## config.mk

```make
export PLATFORM = sky130hd
export DESIGN_NAME = ddr2_refresh_timer
export DESIGN_NICKNAME = d
export VERILOG_FILES = /design/src/rtl/ddr2_refresh_timer.sv
export SDC_FILE = /design/constraint.sdc
export NUM_CORES = 1
export LEC_CHECK = 0
export ABC_AREA = 0
export CORE_ASPECT_RATIO = 0.7
export CORE_MARGIN = 2
export CORE_UTILIZATION = 55
export CTS_BUF_LIST = sky130_fd_sc_hd__clkbuf_8
export CTS_CLUSTER_SIZE = 8
export DETAILED_ROUTE_END_ITERATION = 8
export GPL_ROUTABILITY_DRIVEN = 0
export MAX_ROUTING_LAYER = met4
export PLACE_DENSITY = 0.87
export SYNTH_ARGS = -nofsm -noshare
export SYNTH_HDL_FRONTEND = slang
export SYNTH_SLANG_ARGS = --single-unit
```

## constraint.sdc

```tcl
create_clock -name clk -period 4.17 [get_ports clk]
set_clock_uncertainty 0.05 [all_clocks]
set_input_delay 0.834 -clock clk [delete_from_list [all_inputs] [get_ports clk]]
set_output_delay 0.834 -clock clk [all_outputs]
set_load 0.02 [all_outputs]
```

## src/rtl/ddr2_refresh_timer.sv

```systemverilog
`timescale 1ns/1ps
module ddr2_refresh_timer #(
  parameter int CNT_W = 16
) (
  input  logic             clk,
  input  logic             rst_n,
  input  logic             cfg_wr,
  input  logic [CNT_W-1:0] cfg_div,
  input  logic             pwrup_done,
  input  logic             ctrl_idle,
  input  logic             access_active,
  input  logic             refresh_ack,
  output logic             refresh_req,
  output logic             wr_ignored,
  output logic             overrun
);

  localparam logic [CNT_W-1:0] ONE = CNT_W'(1);

  logic [CNT_W-1:0] div_q;
  logic [CNT_W-1:0] elapsed;

  wire running = pwrup_done && (div_q != '0);
  wire expire  = running && (elapsed >= div_q - ONE);
  wire wr_ok   = !pwrup_done || ctrl_idle;
  wire ack_ok  = refresh_ack && !access_active;

  always_ff @(posedge clk or negedge rst_n) begin
    if (!rst_n) begin
      div_q      <= '0;
      wr_ignored <= 1'b0;
    end else if (cfg_wr) begin
      if (wr_ok) div_q <= cfg_div;
      else       wr_ignored <= 1'b1;
    end
  end

  always_ff @(posedge clk or negedge rst_n) begin
    if (!rst_n)                 elapsed <= '0;
    else if (!running || expire) elapsed <= '0;
    else                        elapsed <= elapsed + ONE;
  end

  always_ff @(posedge clk or negedge rst_n) begin
    if (!rst_n) begin
      refresh_req <= 1'b0;
      overrun     <= 1'b0;
    end else if (expire) begin
      refresh_req <= 1'b1;
      if (refresh_req && !ack_ok) overrun <= 1'b1;
    end else if (ack_ok) begin
      refresh_req <= 1'b0;
    end
  end

  p_hold_req_r4: assert property (@(posedge clk) disable iff (!rst_n)
    refresh_req && !ack_ok |=> refresh_req);

  p_ack_blocked_r5: assert property (@(posedge clk) disable iff (!rst_n)
    refresh_req && refresh_ack && access_active |=> refresh_req);

  p_no_req_before_pwrup_r11: assert property (@(posedge clk) disable iff (!rst_n)
    !pwrup_done && !refresh_req |=> !refresh_req);

  p_disabled_r10: assert property (@(posedge clk) disable iff (!rst_n)
    div_q == '0 && !refresh_req |=> !refresh_req);

  p_ignore_write_r9: assert property (@(posedge clk) disable iff (!rst_n)
    cfg_wr && pwrup_done && !ctrl_idle |=> $stable(div_q) && wr_ignored);

  p_sticky_flags_r6: assert property (@(posedge clk) disable iff (!rst_n)
    overrun |=> overrun);

  p_sticky_ign_r9: assert property (@(posedge clk) disable iff (!rst_n)
    wr_ignored |=> wr_ignored);

  p_coincide_r7: assert property (@(posedge clk) disable iff (!rst_n)
    expire && ack_ok && !overrun |=> refresh_req && !overrun);

endmodule

```

# After elaboration in Yosys (flattened, before gate mapping)
# Cells that the tools add are included.
# word_totals
reg_bits	35
in_bits	23
wordCells	27
# classes
n_mux	3
magnitude_cmp	1
reduce_logical	15
bitwise_logic	1
n_addsub	2
# ops
op	count
$add 16x1->16 const B	1
$ge 16x16->1	1
$mux 16	1
$reduce_bool 16->1	1
$sub 16x1->16 const B	1
$reduce_and 2->1	3
$logic_and 1x1->1	4
$logic_not 1->1	4
$logic_or 1x1->1	2
$mux 1	2
$reduce_bool 2->1	1
$not 1->1	1

# Depth between registers and ports, before layout
# Gate-level depths: netlist (run 1).
# logic_depth
depth_word	5
depth_mapped	12
ltp_nobuf	11

# Least setup slack after synthesis (run 1)
# Ideal clock, no wire load.
# synth_path
path_type	reg2reg
from	reg div_q[5]
to	reg elapsed[10]
stages_incl_launch_ff	13
synth_period_minus_slack_ps	2924
setup_slack_ps	1246
setup_time_ps	86
t_arrival_ps	2788
cell_sequence	dfrtp_1 -> nor4_2 -> nor4b_4 -> nand2_1 -> nor2_1 -> xnor2_1 -> ha_1 -> a21o_1 -> a21o_1 -> a2111oi_4 -> nand3_4 -> buf_6 -> nor3_1
# synth_between
elab_chain_cells	5
# synth_lines
item	line	text
from (decl)	20	logic [CNT_W-1:0] div_q;
from (signal assigned)	33	if (wr_ok) div_q <= cfg_div;
$sub 16x1->16 / $reduce_bool 16->1 (equally long branches)	24, 23	
$ge 16x16->1 / $logic_and 1x1->1 (equally long branches)	24, 23	
$logic_and 1x1->1 / $logic_not 1->1 (equally long branches)	24, 40	
$logic_or 1x1->1 *	40	else if (!running || expire) elapsed <= '0;
$mux 16 *	40	
to (signal assigned)	41	else elapsed <= elapsed + ONE;
to (decl)	21	logic [CNT_W-1:0] elapsed;
# Every way passes the cells marked *; elsewhere a longest branch is shown, timed or not.
# A chain may end at the register's enable or synchronous reset.

# Worst setup path after layout (run 1)
# layout_path
from	reg div_q[5]
to	reg refresh_req
# layout_between
elab_chain_cells	4
# layout_lines
item	line	text
$sub 16x1->16 / $reduce_bool 16->1 (equally long branches)	24, 23	
$ge 16x16->1 / $logic_and 1x1->1 (equally long branches)	24, 23	
$logic_and 1x1->1 *	24	wire expire = running && (elapsed >= div_q - ONE);
$mux 1 / $reduce_bool 2->1 (equally long branches)	--	
to (signal assigned)	46	refresh_req <= 1'b0;
to (signal assigned)	49	refresh_req <= 1'b1;
to (signal assigned)	52	refresh_req <= 1'b0;
to (decl)	13	output logic refresh_req,
# Marked as above.

==> out/results.txt, run 1 <==
Status: completed
Most common cell after layout, fill and taps aside: dfrtp_1
Vias in the first global route: 1627
Largest net degree at the start of global routing: 36
Required @ worst endpoint: 4.31 ns
CP Launch Type: flip-flop
CP max-delay cell: dfrtp_1
CTS Buf Count: 5
CTS tree: done
Ports: 26
# port buffers: 25
Fillers: 272
Met1 Use GR: 30.4%
RSZ-0062 raised after global routing: false
Multi-input logic area: 0.00121 mm^2
M2 GR Usage: 35.2%
Leakage: 1.10 nW
Sw frac: 26.1%
Clock share of power: 37.2%
Final min period: 3.40 ns
Critical Path Sink Type: flip-flop
Clock Tree Buf Depth: 2
Peak supply drop: 0.000208 V
WL per Instance: 15.9 um
Vias/cell: 5.66
Dominant synthesized flop cell: dfrtp_1
Syn avg cell area: 10.8 um^2
Seq/Total Area, Yosys: 41.0%
Gate power share: 16.4%
Share of cells above drive strength 1: 14.8%
Routed Antenna Nets: 0
Nets: 270
Number of synthesized flops with an enable pin: 0
Fmax achieved: 294 MHz
FF/Latch Area: 876 um^2
Slew Viols, Final: 0
Crit path DAT: 3.54 ns
Worst r2r path cells: 11
Mapped cell area: 0.00214 mm^2
Hold path start: wr_ignored$_DFFE_PN0P_
Top cell family by delay on the critical path: simple AND/OR/NAND/NOR gates
Netlist cell types: 37
GRT overflow: 0
Min-Delay Path Depth: 1
Worst min-delay path class: flip-flop to flip-flop
Post-CTS Setup Bufs: 0
R2r setup slk: 0.77 ns
Mapped Cells: 198
Slew margin rel.: 71.0%
Max stage delay on crit path: 0.46 ns
# hold bufs at CTS: 0
Total Negative Setup Slacks: 0 ns
Most frequent cells in the layout: 35 x dfrtp_1, 25 x clkdlybuf4s50_1, 23 x nor3_1
Core area: 0.00363 mm^2
Hpwl dp: 3400 um
Synthesized Nets: 239
Reg power frac: 46.3%
Async S/R FF share, synth: 100%
Fin. Hold Viols: 0
Initial Util: 58.9%
Die area: 0.00441 mm^2
Critical Setup Path Class: flip-flop to flip-flop
Pwr per Cell Area: 336 mW/mm^2
Die H: 56.1 um
Initial antenna violation count: 0
Clk pin slew, worst setup/hold paths: 0.07 ns
Fin util: 70.4%
CP cell instances: nor4_2 > nor4b_4 > nand3_2 > nor3_1 > xnor2_1 > ha_1 > nand4_1 > nor2_1 > a2111oi_4 > nand3_4 > a22o_1
RR Startpoint: div_q[5]$_DFFE_PN0P_
Root buf cell: clkbuf_8
Sink Count: 35
Synth Register Bits: 35
DIE WIDTH: 78.5 um
Max Cap Violations: 0
CP bufs+invs: 0
Final period util: 81.5%
Internal: 0.634 mW
Post-route DRC violation count: 0
Post_cts resized: 0
Pin slew with the least headroom to its limit: 0.429 ns
Crit path max fanout: 18
Clk Latency, worst-skew pair: 0.30 ns
R2r endpoint: refresh_req$_DFFE_PN0P_
Row cnt: 18
Pre-antenna DRT Iters: 4
Global Route Usage Sum: 23.3%
CTS H-tree depth: 2
Hold EP: wr_ignored$_DFFE_PN0P_
Final-report setup violation count: 0
Yosys warns: 0
Detailed Route WL: 4460 um
Number of diodes: 0
Net Sw Power: 0.224 mW
Grt met3 use: 5.36%
DR vias: 1584
GRT busiest layer: met2
DRT iter0 DRCs: 73
P&R area growth vs syn: 19.6%
First-pass GRT wire length: 7530 um
state kept, by name, indices dropped and copies added, names as in the netlist:
signal,count
div_q,16
elapsed,16
overrun,1
refresh_req,1
wr_ignored,1
power by group through the flow:
stage / registers (mW) / logic [mW] / clock network [mW]
6_report: 0.397 / 0.141 / 0.319
5_1_grt: 0.401 / 0.158 / 0.337
4_1_cts: 0.396 / 0.143 / 0.326
3_5_place_dp: 0.403 / 0.141 / 0
3_3_place_gp: 0.400 / 0.133 / 0
2_1_floorplan: 0.393 / 0.0934 / 0
through the flow:
step           total power [mW]  worst slack (ns)  area [um^2]  hold slack (ns)  std cells
3_3_place_gp              0.533             0.926         2440            0.403        272
3_5_place_dp              0.544             0.783         2440            0.415        272
6_report                  0.857             0.771         2550            0.428        280
5_1_grt                   0.896             0.531         2550            0.454        280
2_1_floorplan             0.487              1.25         2140            0.448        198
4_1_cts                   0.865             0.748         2550            0.430        280
worst reg2reg max path, cell delays in order (launching register included):
cell and delay (ns):
dfrtp_1 0.46, nor4_2 0.40, nor4b_4 0.32, nand3_2 0.21, nor3_1 0.23, xnor2_1 0.16
ha_1 0.28, nand4_1 0.14, nor2_1 0.09, a2111oi_4 0.38, nand3_4 0.26, a22o_1 0.31
layout make-up:
| type | instances | area share, % |
|---|---|---|
| inverter | 7 | 1.03 |
| timing repair buffer | 27 | 10.4 |
| tap | 50 | 2.45 |
| clock inverter | 2 | 1.37 |
| multi-input combinational | 153 | 47.2 |
| sequential | 35 | 34.3 |
| clock buffer | 6 | 3.23 |
worst max-delay path by stage:
| stage | slack (ns) | from | to | cells after the start |
|---|---|---|---|---|
| 2_1_floorplan | 1.25 | div_q[5]$_DFFE_PN0P_ | elapsed[10]$_DFF_PN0_ | 12 |
| 3_3_place_gp | 0.93 | div_q[5]$_DFFE_PN0P_ | overrun$_DFFE_PN0P_ | 11 |
| 3_5_place_dp | 0.78 | div_q[5]$_DFFE_PN0P_ | refresh_req$_DFFE_PN0P_ | 11 |
| 4_1_cts | 0.75 | div_q[5]$_DFFE_PN0P_ | overrun$_DFFE_PN0P_ | 11 |
| 5_1_grt | 0.53 | div_q[5]$_DFFE_PN0P_ | overrun$_DFFE_PN0P_ | 11 |
| 6_report | 0.77 | div_q[5]$_DFFE_PN0P_ | refresh_req$_DFFE_PN0P_ | 11 |
synthesized netlist by cell type (2+ instances only):
| library cell | number | area, um^2 |
|---|---|---|
| inv_1 | 7 | 26.3 |
| a21oi_1 | 4 | 20.0 |
| nand4_1 | 3 | 18.8 |
| mux2_2 | 16 | 180 |
| nor3_1 | 23 | 115 |
| ha_1 | 18 | 225 |
| nand2_1 | 13 | 48.8 |
| xor2_1 | 12 | 105 |
| nor4_1 | 3 | 18.8 |
| buf_6 | 2 | 22.5 |
| dfrtp_1 | 35 | 876 |
| xnor2_1 | 16 | 140 |
| nand3_1 | 9 | 45.0 |
| nor2b_1 | 2 | 12.5 |
| nor2_1 | 10 | 37.5 |
| a21o_1 | 2 | 15.0 |
| and3_1 | 3 | 18.8 |
kinds of logic after synthesis:
family | count (synthesis) | share of synthesized area (%)
buffers and inverters | 10 | 2.52
muxes | 16 | 8.44
AOI/OAI and AO/OA | 17 | 6.97
DFF | 35 | 41.0
adders and majority gates | 18 | 10.5
xor gates and xnor gates | 28 | 11.5
and+or+nand+nor | 74 | 19.0
routing by layer:
layer  vias up  routed length [um]
met1       762                2070
met5         -                   0
li1        770                   -
met3        12                 192
met2        40                2090
met4         0                  99
No activity file was read; power rests on OpenSTA's default activity.
==> run 2: changes to the inputs <==
--- a/config.mk
+++ b/config.mk
@@ -8,13 +8,13 @@
 export ABC_AREA = 0
 export CORE_ASPECT_RATIO = 0.7
 export CORE_MARGIN = 2
-export CORE_UTILIZATION = 55
+export CORE_UTILIZATION = 52
 export CTS_BUF_LIST = sky130_fd_sc_hd__clkbuf_8
 export CTS_CLUSTER_SIZE = 8
 export DETAILED_ROUTE_END_ITERATION = 8
 export GPL_ROUTABILITY_DRIVEN = 0
 export MAX_ROUTING_LAYER = met4
-export PLACE_DENSITY = 0.87
+export PLACE_DENSITY = 0.86
 export SYNTH_ARGS = -nofsm -noshare
 export SYNTH_HDL_FRONTEND = slang
 export SYNTH_SLANG_ARGS = --single-unit
==> constraint.sdc (replaced) <==
create_clock -name clk -period 3.1 [get_ports clk]
set_clock_uncertainty 0.05 [all_clocks]
set_input_delay 0.62 -clock clk [delete_from_list [all_inputs] [get_ports clk]]
set_output_delay 0.62 -clock clk [all_outputs]
set_load 0.02 [all_outputs]
==> out/results.txt, run 2 (synthesis gave the netlist of run 1 again) <==
Initial Util: 54.4%
First-pass GRT wire length: 8200 um
Fmax achieved: 320 MHz
DRT iter0 DRCs: 87
Slew margin rel.: 55.4%
M2 GR Usage: 37.6%
Required @ worst endpoint: 3.26 ns
Fillers: 285
Fin util: 70.7%
Number of diodes: 0
Nets: 283
Post-route DRC violation count: 0
Hpwl dp: 3420 um
FF/Latch Area: 876 um^2
Worst min-delay path class: flip-flop to flip-flop
Pwr per Cell Area: 450 mW/mm^2
Share of cells above drive strength 1: 25.5%
Critical Setup Path Class: flip-flop to flip-flop
Final WS setup: -0.0246 ns
Peak supply drop: 0.000352 V
CP Launch Type: flip-flop
Status: finished, violations left
DR vias: 1670
Max Cap Violations: 0
Final min period: 3.12 ns
Detailed Route WL: 4950 um
Final period util: 101%
Met1 Use GR: 32.3%
Global Route Usage Sum: 24.4%
Largest net degree at the start of global routing: 36
Initial antenna violation count: 0
# port buffers: 25
Total Negative Setup Slacks: -0.0296 ns
Clk Latency, worst-skew pair: 0.30 ns
Routed Antenna Nets: 0
Row cnt: 19
Die H: 57.6 um
Root buf cell: clkbuf_8
GRT overflow: 0
Pin slew with the least headroom to its limit: 0.667 ns
Place WS: -0.0699 ns
# hold bufs at CTS: 0
Vias/cell: 5.66
Clock Tree Buf Depth: 2
CTS H-tree depth: 2
Crit path DAT: 3.29 ns
GRT busiest layer: met2
Pre-antenna DRT Iters: 4
Critical Path Sink Type: flip-flop
Crit path max fanout: 5
Grt met3 use: 5.76%
CTS tree: done
RSZ-0062 raised after global routing: true
Layout Cells excl Fill: 295
Largest regs: div_q: 16 flops, elapsed: 16 flops
WL per Instance: 16.8 um
Multi-input logic area: 0.00132 mm^2
P&R area growth vs syn: 29.9%
Leakage: 1.19 nW
Most frequent cells in the layout: 35 x dfrtp_1, 25 x clkdlybuf4s50_1, 18 x ha_1
Core area: 0.00392 mm^2
Die area: 0.00464 mm^2
Clk pin slew, worst setup/hold paths: 0.07 ns
Ports: 26
Violated checks: negative setup slack
Placed insts: 283
Most common cell after layout, fill and taps aside: dfrtp_1
Slew Viols, Final: 0
Vias in the first global route: 1730
Fin. Hold Viols: 0
Sink Count: 35
DIE WIDTH: 80.6 um
Final-report setup violation count: 2
CTS Buf Count: 5
run 2: cell types whose count changed in the layout (fill, tap and decap cells not counted), sizes merged:
cell      change
buf          +11
nand3         +2
bufinv        +1
clkbuf        -1
clkinv        -1
clkinvlp      +1
run 2: per-layer routing:
metal / wire length [um] / up-vias / share of wire [%]
met5: 0 / - / 0
met1: 2220 / 813 / 45
met2: 2430 / 43 / 49
li1: - / 807 / -
met4: 48 / 0 / 0.97
met3: 252 / 7 / 5.1
run 2: final cells by class:
class                      instances  share of cell area [%]
clock buffer                       5                    2.48
clock inverter                     3                    2.43
inverter                           7                   0.947
multi-input combinational        155                    47.7
sequential                        35                    31.6
tap                               52                    2.34
timing repair buffer              38                    12.5
run 2: through the flow:
step                      instance area, um^2  hold WS (ns)  power, mW
after global routing                     2780         0.455       1.31
after global placement                   2510         0.404      0.734
after floorplan                          2140         0.274      0.654
final                                    2780         0.423       1.25
after detailed placement                 2510         0.412      0.747
after CTS                                2700         0.428       1.25
run 2: path summary, 6_finish.rpt:
kind / from / endpoint / slack (ns) / cells after the start
worst max-delay path: div_q[5]$_DFFE_PN0P_ / elapsed[13]$_DFF_PN0_ / -0.02 / 12
worst min-delay path: wr_ignored$_DFFE_PN0P_ / wr_ignored$_DFFE_PN0P_ / 0.42 / 1
worst max register to register: div_q[5]$_DFFE_PN0P_ / elapsed[13]$_DFF_PN0_ / -0.02 / 12
worst min register to register: wr_ignored$_DFFE_PN0P_ / wr_ignored$_DFFE_PN0P_ / 0.42 / 1
max in group asynchronous: rst_n / elapsed[9]$_DFF_PN0_ / 2.00 / 2
min in group asynchronous: rst_n / elapsed[7]$_DFF_PN0_ / 0.69 / 2
run 2: where the power goes:
part           leakage, nW  internal [mW]  total, mW  switching (mW)
Combinational        0.678          0.122      0.222           0.100
Clock               0.0644          0.321      0.497           0.177
Sequential           0.445          0.487      0.530          0.0430
run 2: timing repair:
item                       in CTS  in global routing
setup buffers                   2                  0
gates resized for setup         5                 13
setup endpoints to repair      18                 18
pin swaps                       3                  9
cloned                          1                  1
run 2: worst max-delay path, cell delays in order (launching register included):
cell and delay [ns]:
dfrtp_1 0.41, nor4_4 0.31, nor4b_4 0.30, nand2_2 0.12, nor2_2 0.11, xnor2_1 0.13
ha_1 0.27, a21o_1 0.19, a21o_1 0.20, a2111oi_4 0.42, buf_4 0.22, nand3_4 0.13
nor3_2 0.20
